`src/rtl/ctr_flag_seq_pkg.sv`:
```
package ctr_flag_seq_pkg;
  typedef enum logic [1:0] {
    ST_IDLE  = 2'd0,
    ST_COUNT = 2'd1,
    ST_SETF  = 2'd2
  } seq_state_t;
endpackage

```
`src/rtl/ctr_flag_seq_ctrl.sv`:
```
module ctr_flag_seq_ctrl
  import ctr_flag_seq_pkg::*;
(
  input  logic       clk,
  input  logic       rst,
  input  logic       start,
  input  logic       stop_hit,
  output seq_state_t state,
  output logic       busy,
  output logic       do_clear,
  output logic       do_step,
  output logic       do_setf
);
  seq_state_t state_q, state_d;
  logic       busy_q;

  always_comb begin
    state_d = state_q;
    unique case (state_q)
      ST_IDLE:  if (start)    state_d = ST_COUNT;
      ST_COUNT: if (stop_hit) state_d = ST_SETF;
      ST_SETF:                state_d = ST_IDLE;
      default:                state_d = ST_IDLE;
    endcase
  end

  always_ff @(posedge clk) begin
    if (rst) begin
      state_q <= ST_IDLE;
      busy_q  <= 1'b0;
    end else begin
      state_q <= state_d;
      busy_q  <= (state_d != ST_IDLE);
    end
  end

  assign do_clear = (state_q == ST_IDLE) && start;
  assign do_step  = (state_q == ST_COUNT);
  assign do_setf  = (state_q == ST_SETF);
  assign state    = state_q;
  assign busy     = busy_q;
endmodule

```
`src/rtl/ctr_flag_seq_dp.sv`:
```
module ctr_flag_seq_dp #(
  parameter int CNT_W    = 4,
  parameter int E_BIT    = 2,
  parameter int STOP_BIT = 3
) (
  input  logic             clk,
  input  logic             rst,
  input  logic             do_clear,
  input  logic             do_step,
  input  logic             do_setf,
  output logic             stop_hit,
  output logic [CNT_W-1:0] count,
  output logic             flag_e,
  output logic             flag_f
);
  localparam logic [CNT_W-1:0] ONE = CNT_W'(1);

  logic [CNT_W-1:0] cnt_q;
  logic             e_q, f_q;

  assign stop_hit = cnt_q[E_BIT] & cnt_q[STOP_BIT];

  always_ff @(posedge clk) begin
    if (rst) begin
      cnt_q <= '0;
      e_q   <= 1'b0;
      f_q   <= 1'b0;
    end else begin
      if (do_clear) begin
        cnt_q <= '0;
        f_q   <= 1'b0;
      end else if (do_step) begin
        cnt_q <= cnt_q + ONE;
        e_q   <= cnt_q[E_BIT];
      end else if (do_setf) begin
        f_q   <= 1'b1;
      end
    end
  end

  assign count  = cnt_q;
  assign flag_e = e_q;
  assign flag_f = f_q;
endmodule

```
`src/rtl/ctr_flag_seq.sv`:
```
module ctr_flag_seq
  import ctr_flag_seq_pkg::*;
#(
  parameter int CNT_W    = 4,
  parameter int E_BIT    = 2,
  parameter int STOP_BIT = 3
) (
  input  logic             clk,
  input  logic             rst,
  input  logic             start,
  output logic [CNT_W-1:0] count,
  output logic             flag_e,
  output logic             flag_f,
  output logic             busy
);
  seq_state_t state;
  logic       stop_hit, do_clear, do_step, do_setf;

  ctr_flag_seq_ctrl u_ctrl (
    .clk      (clk),
    .rst      (rst),
    .start    (start),
    .stop_hit (stop_hit),
    .state    (state),
    .busy     (busy),
    .do_clear (do_clear),
    .do_step  (do_step),
    .do_setf  (do_setf)
  );

  ctr_flag_seq_dp #(
    .CNT_W    (CNT_W),
    .E_BIT    (E_BIT),
    .STOP_BIT (STOP_BIT)
  ) u_dp (
    .clk      (clk),
    .rst      (rst),
    .do_clear (do_clear),
    .do_step  (do_step),
    .do_setf  (do_setf),
    .stop_hit (stop_hit),
    .count    (count),
    .flag_e   (flag_e),
    .flag_f   (flag_f)
  );
endmodule

```
`config.mk`:
```
export PLATFORM = sky130hd
export DESIGN_NAME = ctr_flag_seq
export DESIGN_NICKNAME = d
export VERILOG_FILES = /design/src/rtl/ctr_flag_seq_pkg.sv /design/src/rtl/ctr_flag_seq_ctrl.sv /design/src/rtl/ctr_flag_seq_dp.sv /design/src/rtl/ctr_flag_seq.sv
export SDC_FILE = /design/constraint.sdc
export NUM_CORES = 1
export LEC_CHECK = 0
export BUFFER_PORTS_ARGS = -buffer_cell sky130_fd_sc_hd__buf_2
export CAP_MARGIN = 20
export CORE_AREA = 5 5 42 44
export CTS_BUF_LIST = sky130_fd_sc_hd__clkbuf_2
export DETAILED_ROUTE_END_ITERATION = 10
export DIE_AREA = 0 0 47 49
export GPL_TIMING_DRIVEN = 0
export PLACE_DENSITY_LB_ADDON = 0.25
export SYNTH_ARGS = -nofsm -noshare
export SYNTH_HDL_FRONTEND = slang
export SYNTH_SLANG_ARGS = --single-unit
```
`constraint.sdc`:
```
create_clock -name clk -period 1.3 [get_ports clk]
set_clock_uncertainty 0.1 [all_clocks]
set_input_delay 0.195 -clock clk [delete_from_list [all_inputs] [get_ports clk]]
set_output_delay 0.195 -clock clk [all_outputs]
set_load 0.02 [all_outputs]
```
==> run summary, run 1 <==
Clk root buf = clkbuf_2
Die area = 2300 um2
Crit path launch type = flip-flop
# DRC = 0
Pint = 0.380 mW
Antenna violations before repair = 0
N_diodes = 0
Hold Path Class = input port to flip-flop
Top cells by area, synth = dfxtp_1 (52%), nor2_1 (6.5%), mux2i_1 (5.8%)
Clk pwr share = 35.6%
CTS sink cnt = 9
CP endpoint kind = flip-flop
Critical Path RT = 1.38 ns
Final Hold Violating Endpoints = 0
Worst slew margin = 72.5%
Core Util, Final = 31.8%
Die H = 49 um
Most common flop cell mapped by yosys = dfxtp_1
Count of pins over their slew limit = 0
Highest clock rate = 0.806 GHz
Routed Antenna Nets = 0
Reg power frac = 56.6%
Mean post-synth cell area = 9.37 um2
Worst-Margin Slew = 0.413 ns
Part of the power in combinational logic = 7.8%
Clock transition at path regs = 0.10 ns
Total track usage = 7.62%
Core ar. = 1400 um2
Via count = 302
GR Overflow Total = 0
Post-synth EDFFs = 0
Switch share = 26.3%
Vias in the first global route = 281
Setup_tns = 0 ns
Mapped Nets = 41
Port bufs = 8
CTS tree = yes
Compound-gate portion of the synthesized area = 13.4%
Iter 0 DRT Violations = 2
Synth unique cells = 18
Worst vdd ir = 452 uV
Unrepaired setup endpoints after global routing = false
H-tree depth = 1
First-pass GRT wire length = 1.23 mm
Minimum clock period = 1.24 ns
Synth Area in Simple Gates = 23.1%
Yosys top cell area share = 52.0%
Drt total wl = 755 um
Combinational family with the most area after synthesis = simple AND/OR/NAND/NOR gates
Yosys top cell by area = dfxtp_1
Row cnt = 14
Bufs on Longest Clock Path = 2
Largest net degree at the start of global routing = 10
Layout cells sized above 1 = 36.0%
Register bit count reported by yosys = 9
# Max-Cap Violations = 0
Period utilisation layout = 95.4%
Post-Syn Instances = 37
IO Count = 10
Final #Nets = 55
Initial Utilization = 24.7%
Worst-Skew Late Latency = 0.24 ns
FILL cells = 154
Mapped cell area = 347 um2
FFs w/ async S/R, synth = 0%
Power per cell area = 1160 nW/um2
CTS Hold Bufs = 0
Sequential area share after synthesis = 52.0%
Final setup viols = 0
DR vias/cell = 4.58
Placed cell area = 408 um2
Ys Warns = 0
Post-synthesis adder-cell area fraction = 3.61%
Chip Width = 47 um
TritonRoute pass-1 iters = 2
Design Area, Final = 445 um2
Final RePlAce weighted congestion = 0.752
Critical path class = flip-flop to flip-flop
Inst Count DP = 61
Synth Area in XOR/XNOR = 0%
Non-Filler Instances = 66
WL per Instance = 11.4 um
PnR worst setup slack = 0.0592 ns
Net switching power = 0.136 mW
Worst Path Max Fanout = 8
Tot Pwr = 0.516 mW
Worst endpoint data arrival time = 1.32 ns
Hold WS = 0.194 ns
TritonCTS Buffers = 3
Layout area overhead = 28.5%
Leakage = 0.193 nW
Mux contribution to synthesized area = 5.78%
Place WS = -0.0859 ns
Status = finished, final reports clean
==> registers in the layout, indices dropped and copies added (netlist names) <==
signal	flops
u_ctrl.state	2
u_dp.count	4
u_dp.flag_e	1
u_ctrl.busy	1
u_dp.flag_f	1
==> synthesized netlist by cell type (2+ instances only) <==
master and number:
a31oi_1 2, dfxtp_1 9, mux2i_1 2, nand2_1 2, nand3_1 4, nor2_1 6
==> worst max-delay path, stage by stage, from the launching register on <==
cell	delay (ns)
dfxtp_4	0.40
and2b_2	0.21
or3b_1	0.35
a31oi_1	0.12
==> per-layer routing <==
metal,part of all wire (%),vias up,track usage [%]
met2,38,9,8.82
met1,55,137,10.6
li1,-,156,-
met5,0,-,0
met3,7.0,0,4.43
met4,0,0,4.15
==> power by group through the flow <==
stage	sequential (mW)	clock (mW)	combinational, mW
detailed placement	0.298	0	0.0394
global route	0.294	0.206	0.0444
CTS	0.292	0.194	0.0402
global placement	0.298	0	0.0393
floorplan	0.303	0	0.0203
finish	0.292	0.183	0.0405
==> cell usage in the layout (no fill, tap or decap) <==
master / instances
and2b_2: 1
dfxtp_4: 1
a21oi_1: 1
clkbuf_1: 1
nand3_1: 4
nand3b_1: 1
dfxtp_2: 2
nand2b_1: 1
nor2_1: 6
inv_1: 1
a22oi_1: 1
o21ai_0: 1
ha_1: 1
nand2_1: 2
o21bai_2: 1
buf_4: 1
dfxtp_1: 6
a311oi_1: 1
mux2i_1: 2
clkbuf_2: 4
a31oi_1: 2
or3b_1: 1
buf_2: 8
==> final timing paths <==
| check | from | end | slack, ns | cells past startpoint |
|---|---|---|---|---|
| setup / recovery | u_ctrl.state[0] | u_dp.count[3] | 0.06 | 3 |
| hold / removal | start | u_ctrl.busy | 0.19 | 3 |
| setup reg to reg | u_ctrl.state[0] | u_dp.count[3] | 0.06 | 3 |
| hold reg to reg | u_dp.flag_f | u_dp.flag_f | 0.38 | 2 |
==> cell families (layout without fill, tap and decap cells) <==
logic type,count (synthesis),in the layout
DFF,9,9
muxes,2,2
and+or+nand+nor,16,16
adders and majority gates,1,1
buffers and inverters,2,15
AOI/OAI and AO/OA,7,7
==> timing repair <==
item,in CTS,in global routing
hold endpoints to repair,0,0
resized for setup,2,3
setup endpoints to repair,1,3
pin swaps,0,1
setup buffers,0,1
==> cell type report <==
cell class / instances / area (um2) / area share, %
plain buffers: 1 / 3.75 / 0.843
clock buffers: 4 / 20.0 / 4.49
inverters: 1 / 3.75 / 0.843
multi-input cells: 26 / 164 / 36.8
flip-flops and latches: 9 / 186 / 41.9
well taps: 16 / 20.0 / 4.49
repair buffers: 9 / 47.5 / 10.7
Note: power is estimated with default switching activity, not from simulation.
==> run 2: changes to the inputs <==
- RECOVER_POWER: not set -> 50
==> run summary, run 2 (synthesized netlist as in run 1, its figures left out) <==
Status = finished, final reports clean
Non-Filler Instances = 66
Layout area overhead = 27.4%
N_diodes = 0
Bufs on Longest Clock Path = 2
Largest net degree at the start of global routing = 10
CP endpoint kind = flip-flop
Worst Path Max Fanout = 8
TritonCTS Buffers = 3
Clock transition at path regs = 0.10 ns
Die H = 49 um
Clk root buf = clkbuf_2
IO Count = 10
Worst slew margin = 72.5%
CTS sink cnt = 9
Worst-Skew Late Latency = 0.24 ns
Highest clock rate = 0.806 GHz
Final Hold Violating Endpoints = 0
H-tree depth = 1
Minimum clock period = 1.24 ns
# Max-Cap Violations = 0
Routed Antenna Nets = 0
Count of pins over their slew limit = 0
Final #Nets = 55
Initial Utilization = 24.7%
Port bufs = 8
Final setup viols = 0
Vias in the first global route = 281
Chip Width = 47 um
Row cnt = 14
Drt total wl = 755 um
WL per Instance = 11.4 um
Unrepaired setup endpoints after global routing = false
Commonest non-fill, non-tap cells in the layout = nor2_1 (6), dfxtp_1 (6), buf_2 (5)
Design Area, Final = 442 um2
Layout cells sized above 1 = 30.0%
Crit path launch = u_ctrl.state[0]
Period utilisation layout = 95.5%
Crit path launch type = flip-flop
Inst Count DP = 61
Critical Path RT = 1.38 ns
Critical path class = flip-flop to flip-flop
Hold_sp = start
Core ar. = 1400 um2
Die area = 2300 um2
Power per cell area = 1170 nW/um2
Total track usage = 7.62%
Leakage = 0.181 nW
Worst path slowest cell = dfxtp_4
CTS tree = yes
# DRC = 0
Worst path max stage delay = 0.40 ns
Cell Chain, Critical Path = and2b_2, or3b_1, a31oi_1
Hold Path Class = input port to flip-flop
Setup_tns = 0 ns
GR Overflow Total = 0
Final RePlAce weighted congestion = 0.752
First-pass GRT wire length = 1.23 mm
Hold WS = 0.194 ns
TritonRoute pass-1 iters = 2
Via count = 303
Antenna violations before repair = 0
Reg2reg start = u_ctrl.state[0]
Largest register FFs = 4
Worst endpoint data arrival time = 1.32 ns
DR vias/cell = 4.59
Iter 0 DRT Violations = 2
Worst vdd ir = 452 uV
Worst-Margin Slew = 0.413 ns
Placed cell area = 408 um2
-- run 2: worst paths after layout --
path                                      end  slack, ns  depth (start not counted)
worst min register to register    u_dp.flag_f       0.38                          2
worst max-delay path            u_dp.count[3]       0.06                          3
worst min-delay path              u_ctrl.busy       0.19                          3
worst max register to register  u_dp.count[3]       0.06                          3
-- run 2: report_power, final --
part           internal [mW]  total, mW  leakage, nW  switching [mW]
Combinational         0.0152     0.0399       0.0895          0.0247
Clock                 0.0818      0.183       0.0166           0.102
Sequential             0.283      0.292       0.0749         0.00919
Total                  0.380      0.515        0.181           0.136
-- run 2: through the flow --
step	setup WS (ns)	util (%)	total power, mW
floorplan	0.0388	-	0.324
global placement	-0.0856	29.1	0.337
detailed placement	-0.0859	29.1	0.338
CTS	0.0120	30.7	0.526
global route	0.000502	31.5	0.545
finish	0.0591	31.5	0.515
-- run 2: area by class of cell --
type,count,area [um2]
Timing Repair Buffer,9,43.8
Multi-Input combinational cell,26,164
Sequential cell,9,186
Fill cell,157,960
Inverter,1,3.75
Clock buffer,4,20.0
Tap cell,16,20.0
Buffer,1,3.75
-- run 2: worst max-delay path: cells and delay by family (launching register included) --
kind	cells	cell delay, ns
AND/OR/NAND/NOR	2	0.56
flip-flops	1	0.40
AO/OA/AOI/OAI	1	0.12
-- run 2: per-layer routing --
metal	track usage, %	vias to the layer above	wire [um]
met4	4.15	0	0
met2	8.82	9	290
met3	4.43	0	54
met1	10.6	138	411
li1	-	156	-
met5	0	-	0
-- run 2: repair_timing --
item	CTS	global route
pin swaps	0	1
hold buffers	0	0
buffers inserted	0	1
resized for setup	2	3
setup endpoints to repair	1	3
==> run 3: changes to the inputs <==
--- a/config.mk
+++ b/config.mk
@@ -15,4 +15,5 @@
 export PLACE_DENSITY_LB_ADDON = 0.25
 export RECOVER_POWER = 50
+export SLEW_MARGIN = 40
 export SYNTH_ARGS = -nofsm -noshare
 export SYNTH_HDL_FRONTEND = slang
==> constraint.sdc (replaced) <==
create_clock -name clk -period 1.3 [get_ports clk]
set_clock_uncertainty 0.1 [all_clocks]
set_input_delay 0.325 -clock clk [delete_from_list [all_inputs] [get_ports clk]]
set_output_delay 0.325 -clock clk [all_outputs]
set_load 0.02 [all_outputs]
==> run summary, run 3 (synthesized netlist as in run 1, its figures left out) <==
Clock transition at path regs = 0.10 ns
Place WS = -0.0859 ns
Largest register FFs = 4
Chip Width = 47 um
Final RePlAce weighted congestion = 0.752
Design Area, Final = 444 um2
Placed cell area = 408 um2
Status = finished, final reports clean
Worst vdd ir = 452 uV
Hold Path Class = input port to flip-flop
Antenna violations before repair = 0
Hold WS = 0.329 ns
Vias in the first global route = 281
Row cnt = 14
Highest clock rate = 0.805 GHz
Layout area overhead = 28.2%
Worst-Skew Late Latency = 0.24 ns
Final setup viols = 0
CTS sink cnt = 9
Setup_tns = 0 ns
Reg2Reg Setup Slack = 0.06 ns
Core Util, Final = 31.7%
Power per cell area = 1160 nW/um2
Worst slew margin = 72.8%
Clk root buf = clkbuf_2
Critical Path RT = 1.37 ns
Commonest non-fill, non-tap cell in the layout = buf_2
TritonCTS Buffers = 3
Drt total wl = 756 um
Reg-to-Reg End = u_dp.count[3]
Period utilisation layout = 95.5%
Critical path class = flip-flop to flip-flop
# Max-Cap Violations = 0
Leakage = 0.189 nW
Core ar. = 1400 um2
Postcts setup bufs = 0
Routed Antenna Nets = 0
First-pass GRT wire length = 1.23 mm
Initial Utilization = 24.7%
GR Overflow Total = 0
Worst-Margin Slew = 0.408 ns
Unrepaired setup endpoints after global routing = true
Minimum clock period = 1.24 ns
Largest net degree at the start of global routing = 10
Layout cells sized above 1 = 40.8%
PnR worst setup slack = 0.0581 ns
CTS tree = yes
H-tree depth = 1
IO Count = 10
N_diodes = 0
Reg2reg start = u_ctrl.state[0]
CP endpoint = u_dp.count[3]
Worst Path Max Fanout = 8
Iter 0 DRT Violations = 5
# DRC = 0
DR vias/cell = 4.65
Crit path launch = u_ctrl.state[0]
Via count = 302
Die H = 49 um
Final #Nets = 54
Port bufs = 8
Count of pins over their slew limit = 0
CP endpoint kind = flip-flop
Final Hold Violating Endpoints = 0
Bufs on Longest Clock Path = 2
WL per Instance = 11.6 um
Die area = 2300 um2
Worst endpoint data arrival time = 1.32 ns
Commonest non-fill, non-tap cells in the layout = buf_2 (8), nor2_1 (6), nand3_1 (4), clkbuf_2 (4), dfxtp_2 (4)
Crit path launch type = flip-flop
Total track usage = 7.62%
TritonRoute pass-1 iters = 4
Register-to-Register Path Depth = 3
[run 3: cell count changes in the layout (fill, tap and decap cells not counted)]
cell      before  now
dfxtp_4        1    2
dfxtp_1        6    3
buf_2          5    8
dfxtp_2        2    4
buf_4          1    0
clkbuf_1       4    1
[run 3: worst min-delay path by stage]
stage	slack [ns]	to	depth (start not counted)	start
after CTS	0.33	u_dp.flag_e	2	rst
after global placement	0.36	u_dp.flag_f	2	u_dp.flag_f
after floorplan	0.37	u_dp.flag_f	2	u_ctrl.state[1]
final	0.33	u_ctrl.busy	3	start
after detailed placement	0.38	u_dp.flag_f	2	u_dp.flag_f
after global routing	0.33	u_ctrl.busy	3	start
[run 3: per-stage QoR]
step                      power [mW]  instances
after floorplan                0.324         37
after global placement         0.337         61
after detailed placement       0.338         61
after CTS                      0.524         65
after global routing           0.544         65
final                          0.513         65
[run 3: layout make-up]
| cell class | instances | area, um2 |
|---|---|---|
| Buffer | 1 | 3.75 |
| Tap cell | 16 | 20.0 |
| Timing Repair Buffer | 8 | 40.0 |
| Fill cell | 151 | 957 |
| Clock buffer | 4 | 20.0 |
| Multi-Input combinational cell | 26 | 164 |
| Sequential cell | 9 | 193 |
| Inverter | 1 | 3.75 |
[run 3: where the power goes]
| part | switching [mW] | internal [mW] | total, mW |
|---|---|---|---|
| clock | 0.100 | 0.0817 | 0.182 |
| sequential | 0.00928 | 0.281 | 0.291 |
| combinational | 0.0247 | 0.0158 | 0.0405 |
| total | 0.134 | 0.379 | 0.513 |
[run 3: what timing repair did]
action / CTS / global route
hold buffers: 0 / 0
gates resized for setup: 3 / 6
pin swaps: 0 / 1
setup endpoints to repair: 2 / 6
[run 3: per-layer routing]
metal | wire length, um | up-vias | GRT usage, % | share of wire, %
li1 | - | 155 | - | -
met1 | 409 | 138 | 10.6 | 54
met2 | 294 | 9 | 8.82 | 39
met3 | 53 | 0 | 4.43 | 7.0
met4 | 0 | 0 | 4.15 | 0
met5 | 0 | - | 0 | 0
[run 3: critical path, cell delays in order (launching register included)]
cell and delay [ns]:
dfxtp_4 0.40, and2b_2 0.21, or3b_1 0.35, a31oi_1 0.12
